--- src/rtl/bert_pkg.sv ---
// Shared constants for the BERT pattern generator.
// Assumes the mode codes fixed by the block's requirements; the three
// pseudo-random generators are described by index 0..2 through functions.
package bert_pkg;

    localparam int MODE_W    = 4;
    localparam int PRBS_CNT  = 3;

    typedef logic [MODE_W-1:0] mode_t;

    localparam mode_t MD_ZERO   = 4'd1;
    localparam mode_t MD_ONE    = 4'd2;
    localparam mode_t MD_ALT    = 4'd3;
    localparam mode_t MD_PAIR   = 4'd4;
    localparam mode_t MD_USER1  = 4'd5;
    localparam mode_t MD_USER4  = 4'd8;
    localparam mode_t MD_PRBS15 = 4'd9;
    localparam mode_t MD_PRBS20 = 4'd10;
    localparam mode_t MD_PRBS23 = 4'd11;

    // Register length of pseudo-random generator i
    function automatic int prbs_len(int i);
        case (i)
            0:       return 15;
            1:       return 20;
            default: return 23;
        endcase
    endfunction

    // Second feedback stage (1-based) of generator i
    function automatic int prbs_tap(int i);
        case (i)
            0:       return 14;
            1:       return 3;
            default: return 18;
        endcase
    endfunction

    // Whether generator i drives the line inverted
    function automatic bit prbs_inv(int i);
        case (i)
            0:       return 1'b1;
            1:       return 1'b0;
            default: return 1'b1;
        endcase
    endfunction

    // Mode code that selects generator i
    function automatic mode_t prbs_mode(int i);
        case (i)
            0:       return MD_PRBS15;
            1:       return MD_PRBS20;
            default: return MD_PRBS23;
        endcase
    endfunction

endpackage

--- src/rtl/bert_lfsr.sv ---
// Fibonacci shift register for one pseudo-random sequence.
// Stage WIDTH and stage TAP are XORed together and shifted in at stage 1.
// The output is stage WIDTH, inverted when INVERT is set.
// Assumes the tap pair gives a maximal-length sequence. Seeding loads
// all ones, so the register can never hold the all-zero lock state.
module bert_lfsr #(
    parameter int WIDTH  = 15,
    parameter int TAP    = 14,
    parameter bit INVERT = 1'b0
) (
    input  logic clk,
    input  logic rst_n,
    input  logic seed,
    input  logic adv,
    output logic bit_o
);

    logic [WIDTH-1:0] state;

    // Load the seed, or step the register once per advance request
    always_ff @(posedge clk) begin
        if (!rst_n || seed) begin
            state <= '1;
        end else if (adv) begin
            state <= {state[WIDTH-2:0], state[WIDTH-1] ^ state[TAP-1]};
        end
    end

    // Line bit taken from the last stage
    always_comb begin
        bit_o = state[WIDTH-1] ^ INVERT;
    end


    seed_load_chk: assert property (@(posedge clk) disable iff (!rst_n)
        seed |=> (state == '1));


    never_locked_chk: assert property (@(posedge clk) disable iff (!rst_n)
        state != '0);


    idle_hold_chk: assert property (@(posedge clk) disable iff (!rst_n)
        (!seed && !adv) |=> $stable(state));

endmodule

--- src/rtl/bert_word_seq.sv ---
// Position counter, store for the user words, and bit select for the
// constant, fixed repeating and user-word modes.
// Assumes WORD_W and NUM_WORDS are powers of two. The counter then wraps
// on its own for the 2-bit and 4-bit fixed patterns, and the bit inside
// a word is picked by inverting the low counter bits, which sends MSB first.
module bert_word_seq
    import bert_pkg::*;
#(
    parameter int WORD_W    = 8,
    parameter int NUM_WORDS = 4
) (
    input  logic                        clk,
    input  logic                        rst_n,
    input  logic                        seed,
    input  logic                        capture,
    input  logic                        adv,
    input  mode_t                       mode_sel,
    input  logic [NUM_WORDS*WORD_W-1:0] words_i,
    output logic                        bit_o
);

    localparam int TOTAL_BITS = NUM_WORDS * WORD_W;
    localparam int CNT_W      = $clog2(TOTAL_BITS);
    localparam int BIT_W      = $clog2(WORD_W);
    localparam int SEL_W      = CNT_W - BIT_W;

    logic [CNT_W-1:0]                  pos_q;
    logic [NUM_WORDS-1:0][WORD_W-1:0]  words_q;
    logic                              user_mode;
    logic [CNT_W-1:0]                  last_pos;
    logic [SEL_W-1:0]                  word_sel;
    logic [BIT_W-1:0]                  bit_sel;

    // Decode the user-word modes and the last position of their loop
    always_comb begin
        user_mode = (mode_sel >= MD_USER1) && (mode_sel <= MD_USER4);
        last_pos  = CNT_W'(((int'(mode_sel) - int'(MD_USER1) + 1) * WORD_W) - 1);
    end

    // Bit position inside the current pattern
    always_ff @(posedge clk) begin
        if (!rst_n || seed) begin
            pos_q <= '0;
        end else if (adv) begin
            if (user_mode && (pos_q == last_pos)) begin
                pos_q <= '0;
            end else begin
                pos_q <= pos_q + 1'b1;
            end
        end
    end

    // Store the user words on the restart strobe; reset clears them
    always_ff @(posedge clk) begin
        if (!rst_n) begin
            words_q <= '0;
        end else if (capture) begin
            words_q <= words_i;
        end
    end

    // Split the position into the word number and the bit inside it (MSB first)
    always_comb begin
        word_sel = pos_q[CNT_W-1:BIT_W];
        bit_sel  = ~pos_q[BIT_W-1:0];
    end

    // Select the line bit for the non-random modes
    always_comb begin
        case (mode_sel)
            MD_ZERO: bit_o = 1'b0;
            MD_ONE:  bit_o = 1'b1;
            MD_ALT:  bit_o = ~pos_q[0];
            MD_PAIR: bit_o = ~pos_q[1];
            default: bit_o = user_mode ? words_q[word_sel][bit_sel] : 1'b1;
        endcase
    end


    loop_bound_chk: assert property (@(posedge clk) disable iff (!rst_n)
        user_mode |-> (pos_q <= last_pos));


    words_kept_chk: assert property (@(posedge clk) disable iff (!rst_n)
        !capture |=> $stable(words_q));


    pos_hold_chk: assert property (@(posedge clk) disable iff (!rst_n)
        (!seed && !adv) |=> $stable(pos_q));

endmodule

--- src/rtl/bert_pattern_gen.sv ---
// Top of the selectable BERT pattern generator.
// It registers the mode code. A strobe or a change of mode reseeds every
// generator at the next edge, and that takes priority over bit_en. The
// output is a multiplexer fed only by registers, so data_out moves only
// at clock edges. Assumes bit_en is synchronous to clk.
module bert_pattern_gen
    import bert_pkg::*;
#(
    parameter int WORD_W    = 8,
    parameter int NUM_WORDS = 4
) (
    input  logic                        clk,
    input  logic                        rst_n,
    input  logic                        bit_en,
    input  logic [MODE_W-1:0]           mode,
    input  logic                        restart,
    input  logic [NUM_WORDS*WORD_W-1:0] user_words,
    output logic                        data_out
);

    mode_t                mode_q;
    logic                 restart_evt;
    logic                 step;
    logic                 word_bit;
    logic [PRBS_CNT-1:0]  prbs_bits;
    logic [PRBS_CNT-1:0]  prbs_hit;

    // Restart on the strobe or whenever the selected mode changes
    always_comb begin
        restart_evt = restart || (mode != mode_q);
        step        = bit_en && !restart_evt;
    end

    // Hold the mode that is being sent
    always_ff @(posedge clk) begin
        mode_q <= mode;
    end

    bert_word_seq #(
        .WORD_W    (WORD_W),
        .NUM_WORDS (NUM_WORDS)
    ) u_words (
        .clk      (clk),
        .rst_n    (rst_n),
        .seed     (restart_evt),
        .capture  (restart),
        .adv      (step),
        .mode_sel (mode_q),
        .words_i  (user_words),
        .bit_o    (word_bit)
    );

    for (genvar g = 0; g < PRBS_CNT; g++) begin : g_prbs
        // Step only the generator that is currently selected
        always_comb begin
            prbs_hit[g] = (mode_q == prbs_mode(g));
        end

        bert_lfsr #(
            .WIDTH  (prbs_len(g)),
            .TAP    (prbs_tap(g)),
            .INVERT (prbs_inv(g))
        ) u_lfsr (
            .clk   (clk),
            .rst_n (rst_n),
            .seed  (restart_evt),
            .adv   (step && prbs_hit[g]),
            .bit_o (prbs_bits[g])
        );
    end

    // Choose between the random generators and the word/fixed path
    always_comb begin
        data_out = word_bit;
        for (int i = 0; i < PRBS_CNT; i++) begin
            if (prbs_hit[i]) begin
                data_out = prbs_bits[i];
            end
        end
    end


    line_hold_chk: assert property (@(posedge clk) disable iff (!rst_n)
        (!bit_en && !restart && (mode == mode_q)) |=> $stable(data_out));


    prbs_onehot_chk: assert property (@(posedge clk) disable iff (!rst_n)
        $onehot0(prbs_hit));

endmodule

--- config.mk ---
export PLATFORM = sky130hd
export DESIGN_NAME = bert_pattern_gen
export DESIGN_NICKNAME = d
export VERILOG_FILES = /design/src/rtl/bert_pkg.sv /design/src/rtl/bert_lfsr.sv /design/src/rtl/bert_word_seq.sv /design/src/rtl/bert_pattern_gen.sv
export SDC_FILE = /design/constraint.sdc
export NUM_CORES = 1
export LEC_CHECK = 0
export BUFFER_PORTS_ARGS = -buffer_cell sky130_fd_sc_hd__buf_2
export CAP_MARGIN = 20
export CORE_MARGIN = 3
export CORE_UTILIZATION = 55
export CTS_CLUSTER_DIAMETER = 60
export CTS_CLUSTER_SIZE = 16
export DETAILED_ROUTE_END_ITERATION = 6
export PLACE_DENSITY = 0.84
export SYNTH_ARGS = -nofsm -noshare
export SYNTH_HDL_FRONTEND = slang
export SYNTH_SLANG_ARGS = --single-unit
--- constraint.sdc ---
create_clock -name clk -period 2.4 [get_ports clk]
set_input_delay 0.12 -clock clk [delete_from_list [all_inputs] [get_ports clk]]
set_output_delay 0.12 -clock clk [all_outputs]
set_load 0.02 [all_outputs]
==> metrics.txt, run 1 <==
# TYPE chip_impl_metric gauge
chip_impl_info{name="outcome",value="finished with violations"} 1
chip_impl_info{name="violations_in_the_final_reports",value="setup timing"} 1
chip_impl_metric{name="ys_seq_area_frac",unit=""} 0.462
chip_impl_metric{name="worstMarginPinSlew",unit="ns"} 0.517
chip_impl_metric{name="worst_ir_drop_vdd",unit="uV"} 318
chip_impl_metric{name="drt_first_pass_iters",unit=""} 5
chip_impl_metric{name="layout-drive-gt1-share",unit=""} 0.177
chip_impl_info{name="netlist_top_cells_count",value="sky130_fd_sc_hd__dfxtp_1, sky130_fd_sc_hd__nand3_1, sky130_fd_sc_hd__mux2i_1"} 1
chip_impl_metric{name="rows",unit=""} 31
chip_impl_metric{name="fmax",unit="MHz"} 396
chip_impl_metric{name="setup_viol",unit=""} 1
chip_impl_info{name="synth_flop_cell",value="sky130_fd_sc_hd__dfxtp_1"} 1
chip_impl_metric{name="netlist_area_before_placement",unit="um^2"} 4290
chip_impl_metric{name="core_area",unit="um^2"} 7410
chip_impl_metric{name="fin_crit",unit="ns"} 2.53
chip_impl_info{name="crit_path_top_delay_cell",value="sky130_fd_sc_hd__mux4_2"} 1
chip_impl_metric{name="timing.final.crit_share",unit=""} 1.05
chip_impl_metric{name="num-nets-final",unit=""} 531
chip_impl_info{name="clock_tree.root_cell",value="sky130_fd_sc_hd__clkbuf_8"} 1
chip_impl_metric{name="post_synth_inst_count",unit=""} 445
chip_impl_metric{name="cts_inserted_buffers",unit=""} 9
chip_impl_metric{name="synthesis.area_per_instance",unit="um^2"} 9.63
chip_impl_info{name="cp_common_cell",value="sky130_fd_sc_hd__buf_4"} 1
chip_impl_metric{name="gp_congestion",unit=""} 0.836
chip_impl_info{name="timing.critical_path.from_type",value="register"} 1
chip_impl_metric{name="flow.area_growth_from_synthesis",unit="%"} 13.9
chip_impl_metric{name="initial_core_util",unit=""} 0.578
chip_impl_metric{name="slew_viol_final",unit=""} 0
chip_impl_metric{name="maxSlewHeadroom",unit=""} 0.655
chip_impl_metric{name="design_power_total",unit="mW"} 3.03
chip_impl_info{name="critPathTopFamily",value="compound AO/OA/AOI/OAI gates"} 1
chip_impl_metric{name="yosys.cell_types.count",unit=""} 42
chip_impl_info{name="synthTopCellsByArea",value="sky130_fd_sc_hd__dfxtp_1, sky130_fd_sc_hd__mux2i_1, sky130_fd_sc_hd__nand3_1, sky130_fd_sc_hd__nor2b_1, sky130_fd_sc_hd__o21ai_0"} 1
chip_impl_info{name="class_of_the_most_critical_hold_timing_path",value="in2reg"} 1
chip_impl_metric{name="design.die.area",unit="um^2"} 8890
chip_impl_metric{name="grt_use_total",unit=""} 0.210
chip_impl_metric{name="hpwl",unit="um"} 5860
chip_impl_metric{name="cts_htree_levels",unit=""} 3
chip_impl_metric{name="timing_hold_violations_final",unit=""} 0
chip_impl_info{name="synth_top_cell_by_area",value="sky130_fd_sc_hd__dfxtp_1"} 1
chip_impl_info{name="post-synth-top-count-cell",value="sky130_fd_sc_hd__dfxtp_1"} 1
chip_impl_metric{name="timing.setup.tns",unit="ns"} -0.125
chip_impl_metric{name="cap_violations",unit=""} 0
chip_impl_metric{name="synth_edf_count",unit=""} 0
chip_impl_metric{name="antenna_left",unit=""} 0
chip_impl_metric{name="top_level_ports",unit=""} 41
chip_impl_metric{name="portBuffers",unit=""} 40
chip_impl_metric{name="grt_remaining_overflow",unit=""} 0
chip_impl_info{name="critical_path.cell_chain",value="buf_4, mux2i_1, mux4_2, a221o_1, a221oi_2, buf_4"} 1
chip_impl_metric{name="via_per_inst",unit=""} 5.63
chip_impl_metric{name="worst_ep_arrival_time",unit="ns"} 2.41
chip_impl_metric{name="critical_path.n_buffers_inverters",unit=""} 2
chip_impl_metric{name="critical_path_maximum_fanout",unit=""} 13
chip_impl_metric{name="cts_sinks",unit=""} 99
chip_impl_metric{name="clk_pin_slew",unit="ns"} 0.10
chip_impl_metric{name="cp_data_required_time",unit="ns"} 2.28
chip_impl_metric{name="detail_route.iter0.violations",unit=""} 198
chip_impl_info{name="unrepaired_setup_endpoints_after_global_routing",value="yes"} 1
chip_impl_metric{name="grt_start_max_net_pins",unit=""} 36
chip_impl_metric{name="slowest_delay",unit="ns"} 0.47
chip_impl_metric{name="grt_antenna_before_repair",unit=""} 1
chip_impl_metric{name="detail_route.wl_per_cell",unit="um"} 14.7
chip_impl_metric{name="synthesis_stage_register_bit_count",unit=""} 99
chip_impl_metric{name="final_routed_drc_violation_total",unit=""} 0
chip_impl_metric{name="first_global_vias",unit=""} 3267
chip_impl_metric{name="clock_insertion_delay_worst_skew",unit="ns"} 0.36
chip_impl_info{name="setup.worst_path.class",value="reg2out"} 1
chip_impl_metric{name="die_ht",unit="um"} 94.3
chip_impl_metric{name="clockBufferDepth",unit=""} 2
chip_impl_metric{name="finalClockSkew",unit="ns"} 0.00843
chip_impl_info{name="tritoncts_clock_tree",value="done"} 1
chip_impl_metric{name="asyncSetResetFlopFracSynth",unit=""} 0
chip_impl_metric{name="synth_top_area_frac",unit=""} 0.462
chip_impl_metric{name="yosys_warnings",unit=""} 0
chip_impl_metric{name="powerDensity",unit="nW/um^2"} 620
chip_impl_metric{name="fp.dieW",unit="um"} 94.3
chip_impl_metric{name="wire_length_of_the_first_global_routing_pass",unit="um"} 14800
chip_impl_metric{name="fin_util",unit=""} 0.659
chip_impl_info{name="setup.worst_path.end_class",value="output port"} 1
chip_impl_metric{name="via_count",unit=""} 3329
chip_impl_metric{name="layout_setup_ws",unit="ns"} -0.125
chip_impl_metric{name="power.static_leakage",unit="nW"} 1.80
chip_impl_metric{name="synth_fp_nets",unit=""} 490
chip_impl_metric{name="postRouteWirelength",unit="um"} 8710
worst min-delay path: stages:
cell and delay, ns:
sky130_fd_sc_hd__buf_2 0.07, sky130_fd_sc_hd__mux2i_1 0.06, sky130_fd_sc_hd__nor2b_1 0.09
final timing paths:
kind                                                start                                      end  slack, ns  cells after the start
setup / recovery            u_words.pos_q[4]$_SDFFE_PP0P_                                 data_out      -0.13                      6
hold / removal                              user_words[7]          u_words.words_q[7]$_SDFFE_PN0P_       0.01                      3
setup reg to reg                        mode_q[2]$_DFF_P_   g_prbs[2].u_lfsr.state[3]$_SDFFE_PP1P_       0.35                      7
hold reg to reg   g_prbs[1].u_lfsr.state[17]$_SDFFE_PP1P_  g_prbs[1].u_lfsr.state[18]$_SDFFE_PP1P_       0.48                      2
cell families after synthesis:
group,Yosys count,share of synthesized area
muxes,65,0.169
and+or+nand+nor,153,0.189
DFF,99,0.462
xor gates and xnor gates,13,0.0266
adders and majority gates,5,0.0146
AOI/OAI and AO/OA,65,0.0899
buffers and inverters,45,0.0485
area by class of cell:
| type | count | area [um^2] |
|---|---|---|
| Antenna cell | 1 | 2.50 |
| Clock buffer | 9 | 124 |
| Clock inverter | 7 | 82.6 |
| Fill cell | 594 | 2530 |
| Inverter | 9 | 33.8 |
| Multi-Input combinational cell | 301 | 2100 |
| Sequential cell | 99 | 1990 |
| Tap cell | 99 | 124 |
| Timing Repair Buffer | 66 | 425 |
layout by cell type, fill, tap and decap left out, types with 2 or more instances in the layout:
cell,count
sky130_fd_sc_hd__o41ai_1,2
sky130_fd_sc_hd__inv_8,2
sky130_fd_sc_hd__nand4_1,3
sky130_fd_sc_hd__nor3_1,3
sky130_fd_sc_hd__mux2i_1,59
sky130_fd_sc_hd__o21ai_0,35
sky130_fd_sc_hd__nor2b_1,34
sky130_fd_sc_hd__mux4_1,3
sky130_fd_sc_hd__dlygate4sd3_1,6
sky130_fd_sc_hd__clkbuf_8,9
sky130_fd_sc_hd__nand3_1,68
sky130_fd_sc_hd__nor2_1,32
sky130_fd_sc_hd__dfxtp_1,97
sky130_fd_sc_hd__inv_1,9
sky130_fd_sc_hd__xor2_1,7
sky130_fd_sc_hd__mux4_2,2
sky130_fd_sc_hd__xnor2_1,6
sky130_fd_sc_hd__a211oi_1,8
sky130_fd_sc_hd__buf_4,20
sky130_fd_sc_hd__buf_2,39
sky130_fd_sc_hd__and3_1,3
sky130_fd_sc_hd__nand2_1,2
sky130_fd_sc_hd__ha_1,5
sky130_fd_sc_hd__a21oi_1,11
sky130_fd_sc_hd__o211ai_1,2
stage by stage:
step	cells	cell area, um^2	hold WS [ns]	setup WS, ns
2_1_floorplan	445	4290	0.148	0.397
3_3_place_gp	563	4570	0.246	0.228
3_5_place_dp	563	4570	0.251	0.183
4_1_cts	588	4870	0.00129	-0.130
5_1_grt	591	4880	0.00679	-0.228
6_report	591	4880	0.0149	-0.125
where the power goes:
part           total (mW)  switching (mW)  leakage [nW]  internal [mW]
sequential           1.70          0.0270         0.809           1.68
clock                1.10           0.597         0.104          0.500
combinational       0.228           0.115         0.884          0.112
flip-flops by register name, summed over array words and instances, names as in the netlist:
signal and count:
g_prbs.u_lfsr.state 58, u_words.words_q 32, u_words.pos_q 5, mode_q 4
layer usage:
metal | track usage | part of all wire
met1 | 0.255 | 0.45
met2 | 0.364 | 0.50
met3 | 0.0545 | 0.044
met4 | 0.0638 | 0.0076
met5 | 0 | 0
timing repair:
action | CTS | global route
endpoints found under the setup margin | 1 | 1
pin swaps | 1 | 1
buffers inserted | 3 | 3
gates resized for setup | 3 | 2
hold endpoints to repair | 6 | 0
hold buffers | 6 | 0
Power figures use the tool's default switching activity.
==> run 2, diff against run 1 <==
BUFFER_PORTS_ARGS = unset   (was -buffer_cell sky130_fd_sc_hd__buf_2)
DONT_BUFFER_PORTS = 1   (was unset)
PLACE_DENSITY = 0.79   (was 0.84)
SKIP_LAST_GASP = 1   (was unset)
==> metrics.txt, run 2 (synthesis gave the netlist of run 1 again) <==
# TYPE chip_impl_metric gauge
chip_impl_metric{name="die_ht",unit="um"} 94.3
chip_impl_info{name="setup.worst_path.end_class",value="output port"} 1
chip_impl_info{name="critical_path.cell_chain",value="buf_12, mux2i_1, mux4_2, nor3b_1, a221o_1, a221oi_2, buf_4"} 1
chip_impl_metric{name="cts_inserted_buffers",unit=""} 9
chip_impl_metric{name="via_count",unit=""} 3511
chip_impl_metric{name="grt_remaining_overflow",unit=""} 0
chip_impl_metric{name="worst_ir_drop_vdd",unit="uV"} 462
chip_impl_metric{name="cp_data_required_time",unit="ns"} 2.28
chip_impl_metric{name="grt.met2_usage",unit=""} 0.433
chip_impl_metric{name="power.share.combinational",unit=""} 0.094
chip_impl_metric{name="via_per_inst",unit=""} 5.75
chip_impl_metric{name="clockBufferDepth",unit=""} 2
chip_impl_info{name="final_cell_mix",value="sky130_fd_sc_hd__dfxtp_1, sky130_fd_sc_hd__dlygate4sd3_1, sky130_fd_sc_hd__nand3_1"} 1
chip_impl_metric{name="antenna_left",unit=""} 0
chip_impl_info{name="unrepaired_setup_endpoints_after_global_routing",value="yes"} 1
chip_impl_metric{name="slew_viol_final",unit=""} 0
chip_impl_metric{name="portBuffers",unit=""} 0
chip_impl_info{name="max_flop_register",value="g_prbs.u_lfsr.state"} 1
chip_impl_metric{name="maxSlewHeadroom",unit=""} 0.383
chip_impl_metric{name="fmax",unit="MHz"} 393
chip_impl_metric{name="finalClockSkew",unit="ns"} 0.0137
chip_impl_metric{name="power.static_leakage",unit="nW"} 1.86
chip_impl_metric{name="design.die.area",unit="um^2"} 8890
chip_impl_info{name="setup.worst_path.class",value="reg2out"} 1
chip_impl_info{name="timing.critical_path.from_type",value="register"} 1
chip_impl_metric{name="number_of_flip_flops_under_the_largest_register_name",unit=""} 58
chip_impl_info{name="class_of_the_most_critical_hold_timing_path",value="in2reg"} 1
chip_impl_metric{name="gr_met3_demand_resource",unit=""} 0.0609
chip_impl_info{name="violations_in_the_final_reports",value="setup timing"} 1
chip_impl_metric{name="worst_hold_slack_across_all_endpoints",unit="ns"} 0.0579
chip_impl_metric{name="drt_first_pass_iters",unit=""} 5
chip_impl_info{name="crit_path_top_delay_cell",value="sky130_fd_sc_hd__mux4_2"} 1
chip_impl_metric{name="p_seq_frac",unit=""} 0.549
chip_impl_metric{name="worst_ep_arrival_time",unit="ns"} 2.43
chip_impl_metric{name="final_routed_drc_violation_total",unit=""} 0
chip_impl_metric{name="clk_pin_slew",unit="ns"} 0.10
chip_impl_metric{name="slowest_delay",unit="ns"} 0.46
chip_impl_metric{name="fp.dieW",unit="um"} 94.3
chip_impl_metric{name="fin_util",unit=""} 0.715
chip_impl_metric{name="cts_htree_levels",unit=""} 3
chip_impl_info{name="outcome",value="finished with violations"} 1
chip_impl_metric{name="clock_insertion_delay_worst_skew",unit="ns"} 0.36
chip_impl_info{name="tritoncts_clock_tree",value="done"} 1
chip_impl_metric{name="hpwl",unit="um"} 5460
chip_impl_metric{name="layout-drive-gt1-share",unit=""} 0.0840
chip_impl_info{name="top_regs",value="g_prbs.u_lfsr.state (58), u_words.words_q (32), u_words.pos_q (5)"} 1
chip_impl_metric{name="setup_viol",unit=""} 1
chip_impl_metric{name="gp_congestion",unit=""} 0.804
chip_impl_metric{name="critical_path.n_buffers_inverters",unit=""} 2
chip_impl_metric{name="worstMarginPinSlew",unit="ns"} 0.922
chip_impl_metric{name="critical_path_maximum_fanout",unit=""} 12
chip_impl_metric{name="grt_use_met1",unit=""} 0.281
chip_impl_metric{name="fin_crit",unit="ns"} 2.55
chip_impl_metric{name="top_level_ports",unit=""} 41
chip_impl_metric{name="powerDensity",unit="nW/um^2"} 588
chip_impl_metric{name="power.share.switching",unit=""} 0.246
chip_impl_metric{name="first_global_vias",unit=""} 3589
chip_impl_info{name="final_common_cell",value="sky130_fd_sc_hd__dfxtp_1"} 1
chip_impl_metric{name="diodes",unit=""} 0
chip_impl_metric{name="grt_antenna_before_repair",unit=""} 0
chip_impl_metric{name="timing_hold_violations_final",unit=""} 0
chip_impl_metric{name="layout_setup_ws",unit="ns"} -0.147
chip_impl_metric{name="cap_violations",unit=""} 0
chip_impl_info{name="clock_tree.root_cell",value="sky130_fd_sc_hd__clkbuf_8"} 1
chip_impl_metric{name="detail_route.iter0.violations",unit=""} 265
chip_impl_metric{name="postRouteWirelength",unit="um"} 10400
chip_impl_metric{name="power.clock.fraction",unit=""} 0.357
chip_impl_metric{name="wire_length_of_the_first_global_routing_pass",unit="um"} 17500
chip_impl_metric{name="timing.final.crit_share",unit=""} 1.06
chip_impl_metric{name="rows",unit=""} 31
chip_impl_metric{name="cts_sinks",unit=""} 99
chip_impl_metric{name="power.internal",unit="mW"} 2.35
chip_impl_info{name="top_usage_layer_grt",value="met2"} 1
chip_impl_metric{name="grt_start_max_net_pins",unit=""} 34
chip_impl_metric{name="initial_core_util",unit=""} 0.578
chip_impl_metric{name="flow.area_growth_from_synthesis",unit="%"} 23.6
chip_impl_metric{name="netSwitchingPower",unit="mW"} 0.765
chip_impl_metric{name="detail_route.wl_per_cell",unit="um"} 17.0
chip_impl_metric{name="core_area",unit="um^2"} 7410
chip_impl_metric{name="grt_use_total",unit=""} 0.255
chip_impl_metric{name="num-nets-final",unit=""} 552
chip_impl_info{name="critPathTopFamily",value="compound AO/OA/AOI/OAI gates"} 1
## run 2: cell types whose count changed in the layout (fill, tap and decap cells not counted), moves of 2 or more
cell,before,now
sky130_fd_sc_hd__buf_2,39,0
sky130_fd_sc_hd__buf_4,20,15
sky130_fd_sc_hd__dlygate4sd3_1,6,70
sky130_fd_sc_hd__inv_6,1,3
## run 2: routing by layer
layer / wire length (um) / up-vias
met4: 609 / 0
met3: 460 / 42
met2: 5220 / 108
li1: - / 1694
met5: 0 / -
met1: 4080 / 1667
## run 2: path summary, 6_finish.rpt
kind	cells past startpoint	end	startpoint	slack (ns)
setup / recovery	7	data_out	u_words.pos_q[4]$_SDFFE_PP0P_	-0.15
hold / removal	3	u_words.pos_q[2]$_SDFFE_PP0P_	bit_en	0.06
setup reg to reg	7	g_prbs[2].u_lfsr.state[8]$_SDFFE_PP1P_	mode_q[2]$_DFF_P_	0.40
hold reg to reg	2	g_prbs[1].u_lfsr.state[17]$_SDFFE_PP1P_	g_prbs[1].u_lfsr.state[16]$_SDFFE_PP1P_	0.48
## run 2: power groups by stage
stage                     sequential [mW]  clock [mW]  combinational [mW]
after floorplan                      1.73           0               0.150
after global placement               1.74           0               0.154
after detailed placement             1.74           0               0.159
after CTS                            1.70        1.13               0.276
after global routing                 1.71        1.20               0.319
final                                1.71        1.11               0.293
## run 2: what timing repair did
action,CTS,global route
gates resized for setup,2,0
hold buffers,70,0
setup buffers,2,0
pin swaps,1,0
hold endpoints to repair,39,0
endpoints found under the setup margin,1,1
## run 2: worst register-to-register path, stage by stage (launching register included)
cell and delay (ns):
sky130_fd_sc_hd__dfxtp_1 0.50, sky130_fd_sc_hd__xor2_1 0.15, sky130_fd_sc_hd__nor3_4 0.37, sky130_fd_sc_hd__nand4_2 0.15, sky130_fd_sc_hd__buf_4 0.24, sky130_fd_sc_hd__nor2_1 0.15, sky130_fd_sc_hd__buf_4 0.18, sky130_fd_sc_hd__mux2i_1 0.20
## run 2: layout make-up
type / instances / area (um^2)
repair buffers: 87 / 853
well taps: 99 / 124
inverters: 9 / 33.8
fillers: 526 / 2110
multi-input cells: 301 / 2100
clock buffers: 9 / 124
flip-flops and latches: 99 / 1980
clock inverters: 7 / 80.1
## run 2: per-stage QoR
step           instance area, um^2  TNS [ns]  worst slack (ns)  power [mW]  instances
4_1_cts                       5300    -0.109            -0.109        3.11        611
5_1_grt                       5300    -0.241            -0.241        3.23        611
6_report                      5300    -0.147            -0.147        3.12        611
3_3_place_gp                  4370         0             0.225        1.89        523
3_5_place_dp                  4370         0             0.194        1.90        523
2_1_floorplan                 4290         0             0.397        1.88        445
